### config.mk
export PLATFORM = sky130hd
export DESIGN_NAME = fmaSpecResolver
export DESIGN_NICKNAME = d
export VERILOG_FILES = /design/src/rtl/fmaSpecPkg.sv /design/src/rtl/fmaSpecCtrl.sv /design/src/rtl/fmaSpecData.sv /design/src/rtl/fmaSpecResolver.sv
export SDC_FILE = /design/constraint.sdc
export NUM_CORES = 1
export LEC_CHECK = 0
export CORE_MARGIN = 1
export CORE_UTILIZATION = 46
export CTS_BUF_LIST = sky130_fd_sc_hd__clkbuf_8
export CTS_CLUSTER_SIZE = 30
export DETAILED_ROUTE_END_ITERATION = 8
export PLACE_DENSITY = 0.87
export SYNTH_ARGS = -nofsm -noshare
export SYNTH_HDL_FRONTEND = slang
export SYNTH_SLANG_ARGS = --single-unit
### constraint.sdc
create_clock -name clk -period 3 [get_ports clk]
set_input_delay 0.6 -clock clk [delete_from_list [all_inputs] [get_ports clk]]
set_output_delay 0.6 -clock clk [all_outputs]
set_load 0.02 [all_outputs]
### src/rtl/fmaSpecPkg.sv
package fmaSpecPkg;
  localparam int CLS_W = 3;
  localparam int RM_W  = 2;

  localparam logic [CLS_W-1:0] CLS_ZERO = 3'd0;
  localparam logic [CLS_W-1:0] CLS_NORM = 3'd1;
  localparam logic [CLS_W-1:0] CLS_SUB  = 3'd2;
  localparam logic [CLS_W-1:0] CLS_INF  = 3'd3;
  localparam logic [CLS_W-1:0] CLS_QNAN = 3'd4;
  localparam logic [CLS_W-1:0] CLS_SNAN = 3'd5;

  localparam logic [RM_W-1:0] RM_DOWN = 2'd3;

  typedef enum logic [2:0] {
    SEL_NONE = 3'd0, SEL_Z = 3'd1, SEL_X = 3'd2, SEL_Y = 3'd3,
    SEL_DNAN = 3'd4, SEL_INF = 3'd5, SEL_ZERO = 3'd6
  } resSel_t;

  localparam int SEL_W = $bits(resSel_t);

  typedef enum logic [2:0] {
    SGN_POS, SGN_PROD, SGN_ADDEND, SGN_RAWZ, SGN_RAWX, SGN_RAWY, SGN_ROUND
  } sgnSrc_t;

  typedef struct packed {
    logic    load;
    logic    bypass;
    resSel_t sel;
    sgnSrc_t sgnSrc;
    logic    invalid;
    logic    quiet;
  } strobe_t;
endpackage

### src/rtl/fmaSpecCtrl.sv
module fmaSpecCtrl
  import fmaSpecPkg::*;
(
  input  logic             inValid,
  input  logic [CLS_W-1:0] classZ,
  input  logic [CLS_W-1:0] classX,
  input  logic [CLS_W-1:0] classY,
  input  logic             effDiffer,
  output strobe_t          strobe
);
  logic prodInf, prodZero;

  assign prodInf  = (classX == CLS_INF)  || (classY == CLS_INF);
  assign prodZero = (classX == CLS_ZERO) || (classY == CLS_ZERO);

  always_comb begin
    strobe = '0;
    strobe.load = inValid;
    strobe.bypass = 1'b1;
    if (classZ == CLS_SNAN) begin
      strobe.sel = SEL_Z; strobe.sgnSrc = SGN_RAWZ;
      strobe.invalid = 1'b1; strobe.quiet = 1'b1;
    end else if (classX == CLS_SNAN) begin
      strobe.sel = SEL_X; strobe.sgnSrc = SGN_RAWX;
      strobe.invalid = 1'b1; strobe.quiet = 1'b1;
    end else if (classY == CLS_SNAN) begin
      strobe.sel = SEL_Y; strobe.sgnSrc = SGN_RAWY;
      strobe.invalid = 1'b1; strobe.quiet = 1'b1;
    end else if (classZ == CLS_QNAN) begin
      strobe.sel = SEL_Z; strobe.sgnSrc = SGN_RAWZ;
    end else if (classX == CLS_QNAN) begin
      strobe.sel = SEL_X; strobe.sgnSrc = SGN_RAWX;
    end else if (classY == CLS_QNAN) begin
      strobe.sel = SEL_Y; strobe.sgnSrc = SGN_RAWY;
    end else if (prodInf && prodZero) begin
      strobe.sel = SEL_DNAN; strobe.sgnSrc = SGN_POS; strobe.invalid = 1'b1;
    end else if (prodInf) begin
      if ((classZ == CLS_INF) && effDiffer) begin
        strobe.sel = SEL_DNAN; strobe.sgnSrc = SGN_POS; strobe.invalid = 1'b1;
      end else begin
        strobe.sel = SEL_INF; strobe.sgnSrc = SGN_PROD;
      end
    end else if (classZ == CLS_INF) begin
      strobe.sel = SEL_INF; strobe.sgnSrc = SGN_ADDEND;
    end else if (prodZero) begin
      if ((classZ == CLS_ZERO) && effDiffer) begin
        strobe.sel = SEL_ZERO; strobe.sgnSrc = SGN_ROUND;
      end else begin
        strobe.sel = SEL_Z; strobe.sgnSrc = SGN_ADDEND;
      end
    end else begin
      strobe.bypass = 1'b0;
      strobe.sel = SEL_NONE; strobe.sgnSrc = SGN_POS;
    end
  end
endmodule

### src/rtl/fmaSpecData.sv
module fmaSpecData
  import fmaSpecPkg::*;
(
  input  logic             clk,
  input  logic             rstN,
  input  strobe_t          strobe,
  input  logic             signZ,
  input  logic             signX,
  input  logic             signY,
  input  logic             negProd,
  input  logic             negAdd,
  input  logic [RM_W-1:0]  roundMode,
  output logic             effDiffer,
  output logic             outValid,
  output logic             bypass,
  output logic [SEL_W-1:0] resultSel,
  output logic             resultSign,
  output logic             invalidOp,
  output logic             quietNan
);
  logic prodSign, addSign, nextSign;

  assign prodSign  = signX ^ signY ^ negProd;
  assign addSign   = signZ ^ negAdd;
  assign effDiffer = prodSign ^ addSign;

  always_comb begin
    unique case (strobe.sgnSrc)
      SGN_PROD:   nextSign = prodSign;
      SGN_ADDEND: nextSign = addSign;
      SGN_RAWZ:   nextSign = signZ;
      SGN_RAWX:   nextSign = signX;
      SGN_RAWY:   nextSign = signY;
      SGN_ROUND:  nextSign = (roundMode == RM_DOWN);
      default:    nextSign = 1'b0;
    endcase
  end

  always_ff @(posedge clk) begin
    if (!rstN) begin
      outValid   <= 1'b0;
      bypass     <= 1'b0;
      resultSel  <= '0;
      resultSign <= 1'b0;
      invalidOp  <= 1'b0;
      quietNan   <= 1'b0;
    end else begin
      outValid <= strobe.load;
      if (strobe.load) begin
        bypass     <= strobe.bypass;
        resultSel  <= strobe.sel;
        resultSign <= nextSign;
        invalidOp  <= strobe.invalid;
        quietNan   <= strobe.quiet;
      end
    end
  end
endmodule

### src/rtl/fmaSpecResolver.sv
module fmaSpecResolver
  import fmaSpecPkg::*;
(
  input  logic             clk,
  input  logic             rstN,
  input  logic             inValid,
  input  logic [CLS_W-1:0] classZ,
  input  logic [CLS_W-1:0] classX,
  input  logic [CLS_W-1:0] classY,
  input  logic             signZ,
  input  logic             signX,
  input  logic             signY,
  input  logic             negProd,
  input  logic             negAdd,
  input  logic [RM_W-1:0]  roundMode,
  output logic             outValid,
  output logic             bypass,
  output logic [SEL_W-1:0] resultSel,
  output logic             resultSign,
  output logic             invalidOp,
  output logic             quietNan
);
  strobe_t strobe;
  logic    effDiffer;

  fmaSpecCtrl ctrl (
    .inValid(inValid), .classZ(classZ), .classX(classX), .classY(classY),
    .effDiffer(effDiffer), .strobe(strobe)
  );

  fmaSpecData data (
    .clk(clk), .rstN(rstN), .strobe(strobe),
    .signZ(signZ), .signX(signX), .signY(signY),
    .negProd(negProd), .negAdd(negAdd), .roundMode(roundMode),
    .effDiffer(effDiffer), .outValid(outValid), .bypass(bypass),
    .resultSel(resultSel), .resultSign(resultSign),
    .invalidOp(invalidOp), .quietNan(quietNan)
  );
endmodule

# Word-level counts from Yosys, hierarchy flattened
# Cells that the tools add are included.
# W data, S select, Z words.
[op_classes]
n_reduce_logical = 8
n_bitwise = 4
mux = 29
n_eq_ne = 16
[op_table]
columns = ["op", "n"]
rows = [
  ["$mux W6", 7],
  ["$eq A3 B3 Y1 const B", 9],
  ["$mux W1", 16],
  ["$mux W8", 2],
  ["$eq A3 B2 Y1 const B", 5],
  ["$mux W7", 2],
  ["$logic_not A3 Y1", 3],
  ["$pmux W1 S6", 1],
  ["$mux W4", 1],
  ["$xor A1 B1 Y1", 4],
  ["$eq A3 B1 Y1 const B", 1],
  ["$logic_and A1 B1 Y1", 3],
  ["$eq A2 B2 Y1 const B", 1],
  ["$logic_or A1 B1 Y1", 2],
]
[word_totals]
output_inout_bits = 8
regBits = 8
wordCells = 63
inputBits = 19

# Logic depth before layout (Yosys ltp)
# Gate-level depths: netlist of the first run.
[depth]
word_depth = 17
ltp_mapped = 7
mapped_depth_nobuf = 6

# Cells and area by module
# A second synthesis of the first run with hierarchy kept.
[hier_totals]
cells_unflattened = 80
area_unflattened_um2 = 664.4
[modules_own_cells]
columns = ["module", "seq_area_each_um2", "cells_per_inst", "area_per_inst_um2", "instances"]
rows = [
  ["fmaSpecData", 160.2, 36, 380.4, 1],
  ["fmaSpecCtrl", 0.0, 44, 284.0, 1],
]

# Least setup slack after synthesis of the first run
# OpenSTA, ideal clock, no wires.
[synth_path]
path_type = "input -> register"
from = "in negAdd"
to = "reg data.resultSign"
required_ps = 2865
path_slack_ps = 536
path_stages = 6
n_path_buf = 0
setup_ps = 135
arrival_ps = 2330
cell_sequence = "xor2_1 > xor3_2 > or4_4 > and4b_1 > o311ai_2 > o211ai_1"
[synth_between]
elab_chain_cells = 16
word_cells_on_any_way = 23
cone_classes = "eq/ne (6); mux (13); bitwise (2); reduce/logical (2)"
[synth_lines]
columns = ["item", "line", "text"]
rows = [
  ["from (decl)", "fmaSpecResolver.sv:14", "input logic negAdd,"],
  ["$xor A1 B1 Y1 *", "fmaSpecData.sv:24", "assign addSign = signZ ^ negAdd;"],
  ["$xor A1 B1 Y1", "fmaSpecData.sv:25", "assign effDiffer = prodSign ^ addSign;"],
  ["$logic_and A1 B1 Y1", "fmaSpecCtrl.sv:46", "if ((classZ == CLS_ZERO) && effDiffer) begin"],
  ["$mux W6", "fmaSpecCtrl.sv:46", ""],
  ["$mux W6", "fmaSpecCtrl.sv:45", "end else if (prodZero) begin"],
  ["$mux W6", "fmaSpecCtrl.sv:43", "end else if (classZ == CLS_INF) begin"],
  ["$mux W6", "fmaSpecCtrl.sv:37", "end else if (prodInf) begin"],
  ["$mux W7", "fmaSpecCtrl.sv:35", "end else if (prodInf && prodZero) begin"],
  ["$mux W6", "fmaSpecCtrl.sv:33", "end else if (classY == CLS_QNAN) begin"],
  ["$mux W6", "fmaSpecCtrl.sv:31", "end else if (classX == CLS_QNAN) begin"],
  ["$mux W6", "fmaSpecCtrl.sv:29", "end else if (classZ == CLS_QNAN) begin"],
  ["$mux W7", "fmaSpecCtrl.sv:26", "end else if (classY == CLS_SNAN) begin"],
  ["$mux W8", "fmaSpecCtrl.sv:23", "end else if (classX == CLS_SNAN) begin"],
  ["$mux W8", "fmaSpecCtrl.sv:20", "if (classZ == CLS_SNAN) begin"],
  ["$eq A3 B3 Y1 (tied with other cells)", "fmaSpecData.sv:28", "unique case (strobe.sgnSrc)"],
  ["$pmux W1 S6 *", "fmaSpecData.sv:28", ""],
  ["to (signal assigned)", "fmaSpecData.sv:52", "resultSign <= nextSign;"],
  ["to (decl)", "fmaSpecData.sv:17", "output logic resultSign,"],
]
# Every way passes the cells marked *; elsewhere a longest branch is shown, timed or not.
# A chain may end at the register's enable or synchronous reset.

# Worst setup path after layout of the first run
[layout_path]
from = "in signZ"
to = "reg data.resultSign"
[layout_between]
elab_chain_cells = 16
word_cells_on_any_way = 23
cone_classes = "eq/ne (6); mux (13); bitwise (2); reduce/logical (2)"
[layout_lines]
columns = ["item", "line", "text"]
rows = [
  ["from (decl)", "fmaSpecResolver.sv:10", "input logic signZ,"],
  ["$xor A1 B1 Y1", "fmaSpecData.sv:24", ""],
  ["$xor A1 B1 Y1", "fmaSpecData.sv:25", ""],
  ["$logic_and A1 B1 Y1", "fmaSpecCtrl.sv:46", ""],
  ["$mux W6", "fmaSpecCtrl.sv:46", ""],
  ["$mux W6", "fmaSpecCtrl.sv:45", ""],
  ["$mux W6", "fmaSpecCtrl.sv:43", ""],
  ["$mux W6", "fmaSpecCtrl.sv:37", ""],
  ["$mux W7", "fmaSpecCtrl.sv:35", ""],
  ["$mux W6", "fmaSpecCtrl.sv:33", ""],
  ["$mux W6", "fmaSpecCtrl.sv:31", ""],
  ["$mux W6", "fmaSpecCtrl.sv:29", ""],
  ["$mux W7", "fmaSpecCtrl.sv:26", ""],
  ["$mux W8", "fmaSpecCtrl.sv:23", ""],
  ["$mux W8", "fmaSpecCtrl.sv:20", ""],
  ["$eq A3 B3 Y1 (tied with other cells)", "fmaSpecData.sv:28", ""],
  ["$pmux W1 S6 *", "fmaSpecData.sv:28", ""],
]
# Marks and branches as above.

==> impl_results.md, run 1 <==
* WL/cell at 15.41 microns
* Comb pwr share at 39.3%
* R2R cell count at 2
* Worst Path Required at 3.09 ns
* Multi-input gate area at 575.6 sq um
* Share of cells above drive strength 1 at 14.39%
* Cell internal pwr at 0.2823 mW
* GPL Wtd Cong at 0.9620
* Switching share of power at 30.48%
* CP endpoint: data.resultSign
* Final design area excluding fillers at 1117 sq um
* Reg2reg start: data.invalidOp
* Worst Setup SP: signZ
* Initial antenna violation count at 0
* Drt initial violations at 61
* Synth top area share at 21.09%
* Hold bufs inserted after CTS at 0
* Yosys cell types at 42
* Latest clock arrival within the worst-skew pair at 0.23 ns
* Lkg Pwr at 0.4372 nW
* Synth top cells by count: 9 x nand2_1, 9 x o21ai_0, 8 x dfxtp_1, 7 x nor2_1, 6 x nor3_1
* Rel. slew slack at 68.07%
* DP Area at 1076 sq um
* Pre-antenna DRT Iters at 4
* Synth top area cells: dfxtp_1 21%, o21ai_0 5.9%, nand2_1 4.4%
* Core area at 1524 sq um
* Sequential area share after synthesis at 21.09%
* Final hold violation count at 0
* Fin. max-slew vios at 0
* Psw at 0.1238 mW
* Clk pwr share at 31.6%
* Mapped Cells at 98
* First-pass GRT wire length at 3836 microns
* Final Setup Violations at 0
* Flop-to-flop setup slack at 2.30 ns
* PD cells at 363.5 nW/um^2
* Vias per inst at 6.358
* Hpwl dp at 1771 microns
* I/O pins at 27
* Post-synth EDFFs at 0
* Fin crit share at 92.22%
* Postcts setup bufs at 0
* Fin crit period at 2.767 ns
* Layout Skew at 0 ns
* Critical Path Sink Type: flip-flop
* Die Wd at 42.63 microns
* Unrepaired setup endpoints after global routing: false
* Top cell type by total area after synthesis: dfxtp_1
* Yosys warnings at 0
* Starting density of the core at 49.84%
* Setup TNS Final at 0 ns
* Tightest Pin Transition at 0.4790 ns
* Die H at 42.63 microns
* Async set-or-reset flop fraction in the synthesized netlist at 0%
* Reg clk slew, reported paths at 0.04 ns
* Clock buffer depth at 2
* Maximum clock frequency at 361.5 MHz
* Fillers at 120
* Setup CP Type: primary input to flip-flop
* Clk sink count at 8
* CP arrival at 2.86 ns
* Worst vdd ir at 267.2 uV
* GRT Overall Usage at 26.99%
* WL final at 2281 microns
* Vias in the first global route at 924
* Cell Area, Synth at 759.5 sq um
* Inserted Diodes at 0
* Share of power burned in registers at 29.1%
* Root Buffer: clkbuf_8
* Hold Path Class: flip-flop to flip-flop
* Total CTS buffers at 3
* Remaining DRCs at 0
* Antenna-violating nets left at 0
* GR Overflow Total at 0
* H-tree Lvls at 1
* Via count at 941
* PostCTS Resize Cnt at 0
* Number of I/O port buffers at 26
* Nets at 153
* Critical path startpoint category: primary input
* Post-synthesis net count at 117
* Synth Flop Type: dfxtp_1
* Max-cap violations at 0
* TritonCTS clock tree: built
* Register area at 160.2 sq um
* CP Max Fanout at 4
* Largest net degree at the start of global routing at 15
* RR Endpoint: data.invalidOp
* Site Rows at 14
* Area growth, synth to finish at 47.12%
* Die ar. at 1817 sq um
* Synthesized flop and latch total at 8
* Mapped Avg Cell Area at 7.750 sq um
* Outcome: finished clean
-- critical path, cell delays in order --
cell and delay [ns]:
clkdlybuf4s50_1 0.50, xor2_1 0.24, xor3_2 0.39, or4_4 0.51, and4b_1 0.21, o311ai_2 0.28, o211ai_1 0.13
-- cell type report --
cell class / instances / area share, %
inverters: 2 / 0.6719
clock buffers: 3 / 3.695
multi-input cells: 86 / 51.51
flip-flops and latches: 8 / 14.33
well taps: 16 / 1.792
repair buffers: 33 / 28.00
-- power groups by stage --
stage | Clock, mW | Combinational, mW | Sequential [mW]
global placement | 0 | 0.154 | 0.120
finish | 0.128 | 0.160 | 0.118
floorplan | 0 | 0.0739 | 0.129
CTS | 0.129 | 0.158 | 0.118
global route | 0.134 | 0.171 | 0.119
detailed placement | 0 | 0.156 | 0.120
-- worst min-delay path by stage --
| stage | end | depth (start not counted) | startpoint |
|---|---|---|---|
| after global placement | data.resultSel[1] | 1 | data.resultSel[1] |
| after detailed placement | data.resultSel[1] | 1 | data.resultSel[1] |
| final | data.resultSel[1] | 1 | data.resultSel[1] |
| after floorplan | data.resultSel[2] | 2 | data.resultSel[2] |
| after global routing | data.resultSel[1] | 1 | data.resultSel[1] |
| after CTS | data.resultSel[1] | 1 | data.resultSel[1] |
-- layout by cell type (no fill, tap or decap), types with 4 or more instances in the layout --
master,count
clkdlybuf4s50_1,26
nand3_1,5
nor2_1,7
o21ai_0,9
nor3_1,6
nand2_1,9
dfxtp_1,8
a21oi_1,4
buf_4,7
nand2b_1,4
-- state kept, by name, indices dropped and copies added, names as in the netlist --
register,count
data.bypass,1
data.invalidOp,1
data.outValid,1
data.quietNan,1
data.resultSel,3
data.resultSign,1
-- per-layer routing --
layer | vias to the layer above | track usage, % | share of wire, %
met4 | 0 | 6.250 | 0
met3 | 0 | 6.897 | 7.6
li1 | 459 | - | -
met2 | 45 | 45.76 | 51
met5 | - | 0 | 0
met1 | 437 | 33.86 | 41
-- per-stage QoR --
stage / setup WS, ns / hold WS (ns) / power (mW) / util, % / std cells
detailed placement: 0.04299 / 0.4689 / 0.2762 / 70.61 / 145
finish: 0.2334 / 0.4821 / 0.4061 / 73.32 / 148
CTS: 0.2250 / 0.4868 / 0.4048 / 73.32 / 148
floorplan: 0.5356 / 0.5529 / 0.2034 / - / 98
global route: 0.1334 / 0.5071 / 0.4251 / 73.32 / 148
global placement: 0.1383 / 0.4621 / 0.2732 / 70.61 / 145
-- kinds of logic after synthesis --
| logic type | after synthesis | share of synthesized area (%) |
|---|---|---|
| DFF | 8 | 21.09 |
| AOI/OAI and AO/OA | 38 | 37.40 |
| and+or+nand+nor | 45 | 32.79 |
| xor gates and xnor gates | 3 | 5.601 |
| buffers and inverters | 4 | 3.130 |
Power figures use the tool's default switching activity.
==> run 2: changes to the inputs <==
CORE_UTILIZATION = 49   (was 46)
PLACE_DENSITY = 0.86   (was 0.87)
clock period = 3.3 ns   (was 3 ns; I/O delays follow)
==> impl_results.md, run 2 (synthesis results as in run 1) <==
* Unrepaired setup endpoints after global routing: false
* Die ar. at 1711 sq um
* Critical path startpoint category: primary input
* Antenna-violating nets left at 0
* Largest net degree at the start of global routing at 15
* Fin. max-slew vios at 0
* PD cells at 333.0 nW/um^2
* Worst vdd ir at 238.6 uV
* GRT Overall Usage at 31.56%
* Setup CP Type: primary input to flip-flop
* TritonCTS clock tree: built
* Highest-count cells in the layout ignoring fill and taps: 26 x clkdlybuf4s50_1, 9 x nand2_1, 9 x o21ai_0
* Drt initial violations at 30
* Inserted Diodes at 0
* First-pass GRT wire length at 3498 microns
* GR Overflow Total at 0
* PostCTS Resize Cnt at 0
* Clock buffer depth at 2
* Via count at 923
* Maximum clock frequency at 341.3 MHz
* Final Setup Violations at 0
* Fin crit period at 2.930 ns
* Die Wd at 41.37 microns
* Hold bufs inserted after CTS at 0
* Nets at 150
* Starting density of the core at 55.59%
* Fin crit share at 88.78%
* Core area at 1366 sq um
* Hpwl dp at 1767 microns
* H-tree Lvls at 1
* Tightest Pin Transition at 0.6395 ns
* Rel. slew slack at 57.36%
* Fillers at 101
* Initial antenna violation count at 0
* Area growth, synth to finish at 43.99%
* Reg clk slew, reported paths at 0.04 ns
* CP arrival at 3.03 ns
* Reg with most FFs: data.resultSel
* Clk sink count at 8
* Pre-CTS setup slack at 0.1070 ns
* GPL Wtd Cong at 0.8757
* Vias per inst at 6.410
* Max reg flops at 3
* Lkg Pwr at 0.4225 nW
* WL/cell at 15.64 microns
* Critical Path Sink Type: flip-flop
* Remaining DRCs at 0
* Vias in the first global route at 833
* Root Buffer: clkbuf_8
* Total CTS buffers at 3
* Latest clock arrival within the worst-skew pair at 0.23 ns
* Setup ws final at 0.3703 ns
* I/O pins at 27
* Worst Path Required at 3.40 ns
* Site Rows at 13
* Layout Skew at 0 ns
* Die H at 41.37 microns
* Postcts setup bufs at 0
* Hold Path Class: flip-flop to flip-flop
* Setup TNS Final at 0 ns
* Outcome: finished clean
* Share of cells above drive strength 1 at 12.40%
* Final hold violation count at 0
* Number of I/O port buffers at 26
* Commonest non-fill, non-tap cell in the layout: clkdlybuf4s50_1
* WL final at 2252 microns
* CP Max Fanout at 6
* Max-cap violations at 0
* Pre-antenna DRT Iters at 4
[run 2: path summary, 6_finish.rpt]
| check | from | slack (ns) | cells past startpoint | endpoint |
|---|---|---|---|---|
| max | signZ | 0.37 | 7 | data.resultSign |
| min | data.resultSel[1] | 0.47 | 1 | data.resultSel[1] |
| min reg2reg | data.resultSel[1] | 0.47 | 1 | data.resultSel[1] |
| max reg2reg | data.bypass | 2.61 | 2 | data.bypass |
[run 2: through the flow]
stage          utilization (%)  total power, mW  cell area, sq um  std cells  hold slack [ns]
3_3_place_gp             77.01           0.2406              1052        141           0.4615
3_5_place_dp             77.01           0.2436              1052        141           0.4674
6_report                 80.04           0.3641              1094        144           0.4734
2_1_floorplan                -           0.1849             759.5         98           0.5529
4_1_cts                  80.04           0.3623              1094        144           0.4766
5_1_grt                  80.04           0.3832              1094        144           0.4954
[run 2: cell type report]
class                           instances  area, sq um  share of cell area [%]
Clock buffer                            3        41.29                   3.776
Inverter                                2        7.507                  0.6865
Multi-Input combinational cell         86        575.6                   52.63
Sequential cell                         8        160.2                   14.65
Tap cell                               15        18.77                   1.716
Timing Repair Buffer                   30        290.3                   26.54
[run 2: worst max-delay path, cell delays in order]
cell and delay [ns]:
clkdlybuf4s50_1 0.49, xor2_1 0.33, xor3_2 0.47, or4_4 0.53, and4b_1 0.21, o311ai_2 0.24
o211ai_1 0.11
[run 2: power by group]
group | internal (mW) | leakage, nW | switching (mW) | total, mW
registers | 0.104 | 0.0662 | 0.00336 | 0.108
logic | 0.0673 | 0.335 | 0.0691 | 0.136
clock network | 0.0792 | 0.0216 | 0.0409 | 0.120
total | 0.251 | 0.422 | 0.113 | 0.364
[run 2: layer usage]
layer / part of all wire (%) / track usage, %
met5: 0 / 0
met3: 7.3 / 6.915
met4: 1.6 / 10.48
met1: 43 / 38.26
met2: 48 / 54.69
